## src/rtl/dma_master_ctl.sv

```systemverilog
module dma_master_ctl #(
  parameter int NUM_CH = 4
) (
  input  logic              clk,
  input  logic              rst_n,
  input  logic              reg_rd,
  input  logic              reg_wr,
  input  logic [31:0]       reg_wdata,
  output logic [31:0]       reg_rdata,
  input  logic              addr_err_evt,
  input  logic              nmi_evt,
  input  logic [NUM_CH-1:0] ch_de,
  input  logic [NUM_CH-1:0] ch_te,
  output logic [NUM_CH-1:0] ch_permit,
  output logic              err_irq
);
  localparam int RUN_B = 0;
  localparam int NMI_B = 1;
  localparam int AER_B = 2;

  logic run_q, nmi_q, aer_q;
  logic nmi_arm_q, aer_arm_q;
  logic nmi_clr, aer_clr, go;
  logic unused_wdata;

  assign unused_wdata = ^reg_wdata[31:3];

  assign nmi_clr = reg_wr && !reg_wdata[NMI_B] && nmi_arm_q;
  assign aer_clr = reg_wr && !reg_wdata[AER_B] && aer_arm_q;

  always_ff @(posedge clk or negedge rst_n) begin
    if (!rst_n) run_q <= 1'b0;
    else if (reg_wr) run_q <= reg_wdata[RUN_B];
  end

  always_ff @(posedge clk or negedge rst_n) begin
    if (!rst_n) nmi_q <= 1'b0;
    else if (nmi_evt) nmi_q <= 1'b1;
    else if (nmi_clr) nmi_q <= 1'b0;
  end

  always_ff @(posedge clk or negedge rst_n) begin
    if (!rst_n) aer_q <= 1'b0;
    else if (addr_err_evt) aer_q <= 1'b1;
    else if (aer_clr) aer_q <= 1'b0;
  end

  always_ff @(posedge clk or negedge rst_n) begin
    if (!rst_n) begin
      nmi_arm_q <= 1'b0;
      aer_arm_q <= 1'b0;
    end else if (reg_wr) begin
      nmi_arm_q <= 1'b0;
      aer_arm_q <= 1'b0;
    end else if (reg_rd) begin
      if (nmi_q) nmi_arm_q <= 1'b1;
      if (aer_q) aer_arm_q <= 1'b1;
    end
  end

  assign reg_rdata = {29'd0, aer_q, nmi_q, run_q};
  assign go        = run_q && !nmi_q && !aer_q;
  assign ch_permit = {NUM_CH{go}} & ch_de & ~ch_te;
  assign err_irq   = aer_q;

  p_aer_sets_r4: assert property (@(posedge clk) disable iff (!rst_n)
    addr_err_evt |=> err_irq);
  p_nmi_sets_r5: assert property (@(posedge clk) disable iff (!rst_n)
    nmi_evt |=> reg_rdata[NMI_B]);
  p_no_sw_set_nmi_r6: assert property (@(posedge clk) disable iff (!rst_n)
    !nmi_evt |=> !$rose(reg_rdata[NMI_B]));
  p_no_sw_set_aer_r6: assert property (@(posedge clk) disable iff (!rst_n)
    !addr_err_evt |=> !$rose(reg_rdata[AER_B]));
  p_nmi_clr_armed_r7: assert property (@(posedge clk) disable iff (!rst_n)
    $fell(reg_rdata[NMI_B]) |-> $past(reg_wr && !reg_wdata[NMI_B] && nmi_arm_q));
  p_aer_clr_armed_r7: assert property (@(posedge clk) disable iff (!rst_n)
    $fell(reg_rdata[AER_B]) |-> $past(reg_wr && !reg_wdata[AER_B] && aer_arm_q));
  p_fault_holds_r3: assert property (@(posedge clk) disable iff (!rst_n)
    (reg_rdata[NMI_B] || reg_rdata[AER_B]) |-> (ch_permit == '0));
  p_stop_holds_r9: assert property (@(posedge clk) disable iff (!rst_n)
    (reg_wr && !reg_wdata[RUN_B]) |=> (ch_permit == '0));
endmodule

```

## config.mk

```make
export PLATFORM = sky130hd
export DESIGN_NAME = dma_master_ctl
export DESIGN_NICKNAME = d
export VERILOG_FILES = /design/src/rtl/dma_master_ctl.sv
export SDC_FILE = /design/constraint.sdc
export NUM_CORES = 1
export LEC_CHECK = 0
export BUFFER_PORTS_ARGS = -buffer_cell sky130_fd_sc_hd__clkbuf_2
export CAP_MARGIN = 25
export CORE_MARGIN = 8
export CORE_UTILIZATION = 24
export DETAILED_ROUTE_END_ITERATION = 6
export PLACE_DENSITY = 0.79
export SETUP_SLACK_MARGIN = 0.02
export SYNTH_ARGS = -nofsm -noshare
export SYNTH_HDL_FRONTEND = slang
export SYNTH_SLANG_ARGS = --single-unit
export TNS_END_PERCENT = 5
```

## constraint.sdc

```tcl
create_clock -name clk -period 1.25 [get_ports clk]
set_clock_uncertainty 0.2 [all_clocks]
set_input_delay 0.1875 -clock clk [delete_from_list [all_inputs] [get_ports clk]]
set_output_delay 0.1875 -clock clk [all_outputs]
set_load 0.02 [all_outputs]
```

==> summary.md <==
| Metric | Value |
|---|---|
| EDFF count, synth | `0` |
| Fin crit share | `1.47` |
| Int Pwr | `354 uW` |
| Clock Tree Buf Depth | `2` |
| Reg clk slew, reported paths | `around 0.040 ns` |
| Initial Util | `0.253` |
| Sw power | `about 190 uW` |
| Boundary Pins | `83` |
| Hold Path End | `nmi_arm_q$_DFFE_PN0P_` |
| Largest net degree at the start of global routing | `6` |
| Most frequent cell after synthesis | `buf_4` |
| Vias in the first global route | `between 300 and 400` |
| Total Routed Length | `roughly 1.2 mm` |
| Part of the power in the clock network | `0.341` |
| Vias per cell | `approximately 3.3` |
| Hold Crit Start | `reg_rd` |
| Setup ws final | `-0.584 ns` |
| Max-slew violations | `0` |
| Final hold violations | `0` |
| Origin of the worst setup path | `nmi_q$_DFFE_PN0P_` |
| Clock root buffer master | `clkbuf_4` |
| Top FF cell, synth | `dfrtp_1` |
| # H-tree levels | `1` |
| P&R area growth vs syn | `39.5%` |
| CP Max Fanout | `4` |
| Max incr delay on CP | `about 0.46 ns` |
| Syn Area/Cell | `9.43 um^2` |
| Yosys cell types | `11` |
| DRC | `0` |
| Global Route Usage Sum | `0.0649` |
| Fmax | `about 550 MHz` |
| Period minus WS final | `approximately 1.8 ns` |
| Routed via count | `between 300 and 400` |
| Tightest hold margin | `0.0235 ns` |
| Min-Delay Path Depth | `3` |
| Post-Layout Inst Area | `684 um^2` |
| Async SR Flop Fraction | `1.00` |
| Crit-path cells | `or3b_4, nor3b_4, clkbuf_8` |
| Core Area | `between 0.0015 and 0.002 mm^2` |
| RSZ-0062 raised after global routing | `yes` |
| Clock Sink Count | `5` |
| Status | `complete, but fails checks` |
| Sequential area share after synthesis | `0.255` |
| Ant diodes | `0` |
| First-pass GRT wire length | `around 1.7 mm` |
| Netlist Area Pre-Place | `just under 500 um^2` |
| Worst r2r dst | `run_q$_DFFE_PN0P_` |
| Seq. cell area | `between 100 and 150 um^2` |
| Top cells by count, synth | `buf_4, dfrtp_1, nor3b_2` |
| Multi-input logic area | `about 260 um^2` |
| Die H | `between 60 and 70 um` |
| Avg WL per Cell | `around 11 um` |
| TNS Setup | `-2.37 ns` |
| Critical R2R Launch | `run_q$_DFFE_PN0P_` |
| Static Leak | `between 0.0003 and 0.0004 uW` |
| Peak VDD IR | `0.353 mV` |
| IO Port Bufs | `24` |
| Num CTS Buffers | `3` |
| Share of layout cells above drive strength 1 | `0.440` |
| Min-Delay Path Class | `in -> reg` |
| Chip width | `approximately 61 um` |
| Top cell type's share of synthesized area | `0.490` |
| CP endpoint kind | `output pin` |
| Final-stage net count | `~130` |
| Initial DRT Pass Iterations | `2` |
| Slowest CP cell | `or3b_4` |
| Synth area leader | `buf_4` |
| YS warnings | `0` |
| Yosys reg bits | `5` |
| Worst-Skew Late Latency | `around 0.24 ns` |
| Logic gate share of total power | `0.330` |
| Placed insts | `102` |
| Gr ovfl total | `0` |
| CTS tree | `yes` |
| Worst endpoint data arrival time | `approximately 1.5 ns` |
| Row Count | `16` |
| Power, Total | `between 500 and 600 uW` |
| Setup crit start kind | `flop` |
| Flop2flop setup slack | `about 0.18 ns` |
| Pwr per Cell Area | `about 800 mW/mm^2` |
| Initial antenna violation count | `0` |
| CP Class | `reg -> out` |
| Failing checks | `setup timing` |
| FF-to-FF path depth | `2` |
| Die area | `about 0.0037 mm^2` |
| Fillers | `218` |
| Hpwl dp | `approximately 1.2 mm` |
| First DRT Iteration DRCs | `2` |
| Critical path required time | `approximately 0.86 ns` |
| Sw Share | `0.351` |
| Top cells by area, synth | `buf_4, dfrtp_1, nor3b_2` |
| Dpl cell area | `between 500 and 600 um^2` |
| Syn Inst Count | `52` |
| ANT nets after route | `0` |
| Final setup fails | `8` |
| Fin cells | `about 110` |
| Seq pwr share | `0.329` |
| Max Cap Viol | `0` |
| GP Congestion | `~0.67` |
per-stage QoR:
| step | setup slack [ns] | utilization |
|---|---|---|
| detailed placement | -0.341 | 0.287 |
| CTS | -0.601 | 0.344 |
| floorplan | -0.358 | - |
| global route | -0.679 | 0.352 |
| finish | -0.584 | 0.352 |
| global placement | -0.323 | 0.287 |
layer usage:
layer | part of all wire | GRT usage | vias to the layer above
met1 | 0.28 | 0.0580 | 164
met5 | 0 | 0 | -
li1 | - | - | 170
met4 | 0 | 0.0498 | 0
met3 | 0.15 | 0.0376 | 0
met2 | 0.56 | 0.106 | 29
placed cells by master (no fill, tap or decap), drive strengths merged:
master       synthesis  routed
conb                 1      29
clkbuf               0      26
dfrtp                5       5
dlygate4sd3          0       5
buf                 32       5
nor3b                4       4
nand3b               2       2
a21oi                2       2
nor2                 2       2
a21o                 2       2
or3b                 1       1
mux2                 1       1
state kept, by name, indices dropped and copies added (netlist names):
name       flops
nmi_arm_q      1
nmi_q          1
err_irq        1
run_q          1
aer_arm_q      1
cell type report:
class	count	share of cell area
clock buffer	4	0.0384
multi-input combinational	43	0.373
sequential	5	0.183
tap	27	0.0494
timing repair buffer	32	0.356
logic make-up (layout without fill, tap and decap cells):
logic type,after synthesis,after routing,synth area share
mux,1,1,0.0230
buf+inv,32,36,0.490
compound gates,4,4,0.0536
flops,5,5,0.255
other cells,1,29,0.00765
simple gates,9,9,0.171
critical path, delay by kind of cell (launching register included):
family	cells	cell delay, ns
buf+inv	1	0.17
simple gates	2	0.66
flops	1	0.37
power groups by stage:
stage / Sequential (uW) / Clock [uW] / Combinational [uW]
global route: 181 / 211 / 195
CTS: 179 / 201 / 173
global placement: 181 / 0 / 157
finish: 180 / 186 / 180
detailed placement: 182 / 0 / 160
floorplan: 184 / 0 / 181
worst max path at each step:
stage,to,slack (ns),cells after the start
after CTS,ch_permit[0],-0.60,3
after detailed placement,ch_permit[0],-0.34,3
after global routing,ch_permit[0],-0.68,3
after global placement,ch_permit[0],-0.32,3
after floorplan,ch_permit[0],-0.36,2
final,ch_permit[0],-0.58,3
repair_timing:
action,in CTS,in global routing
hold endpoints to repair,10,0
endpoints found under the setup margin,8,8
resized for setup,8,7
setup buffers,0,0
hold buffers,5,0
Note: power is estimated with default switching activity, not from simulation.
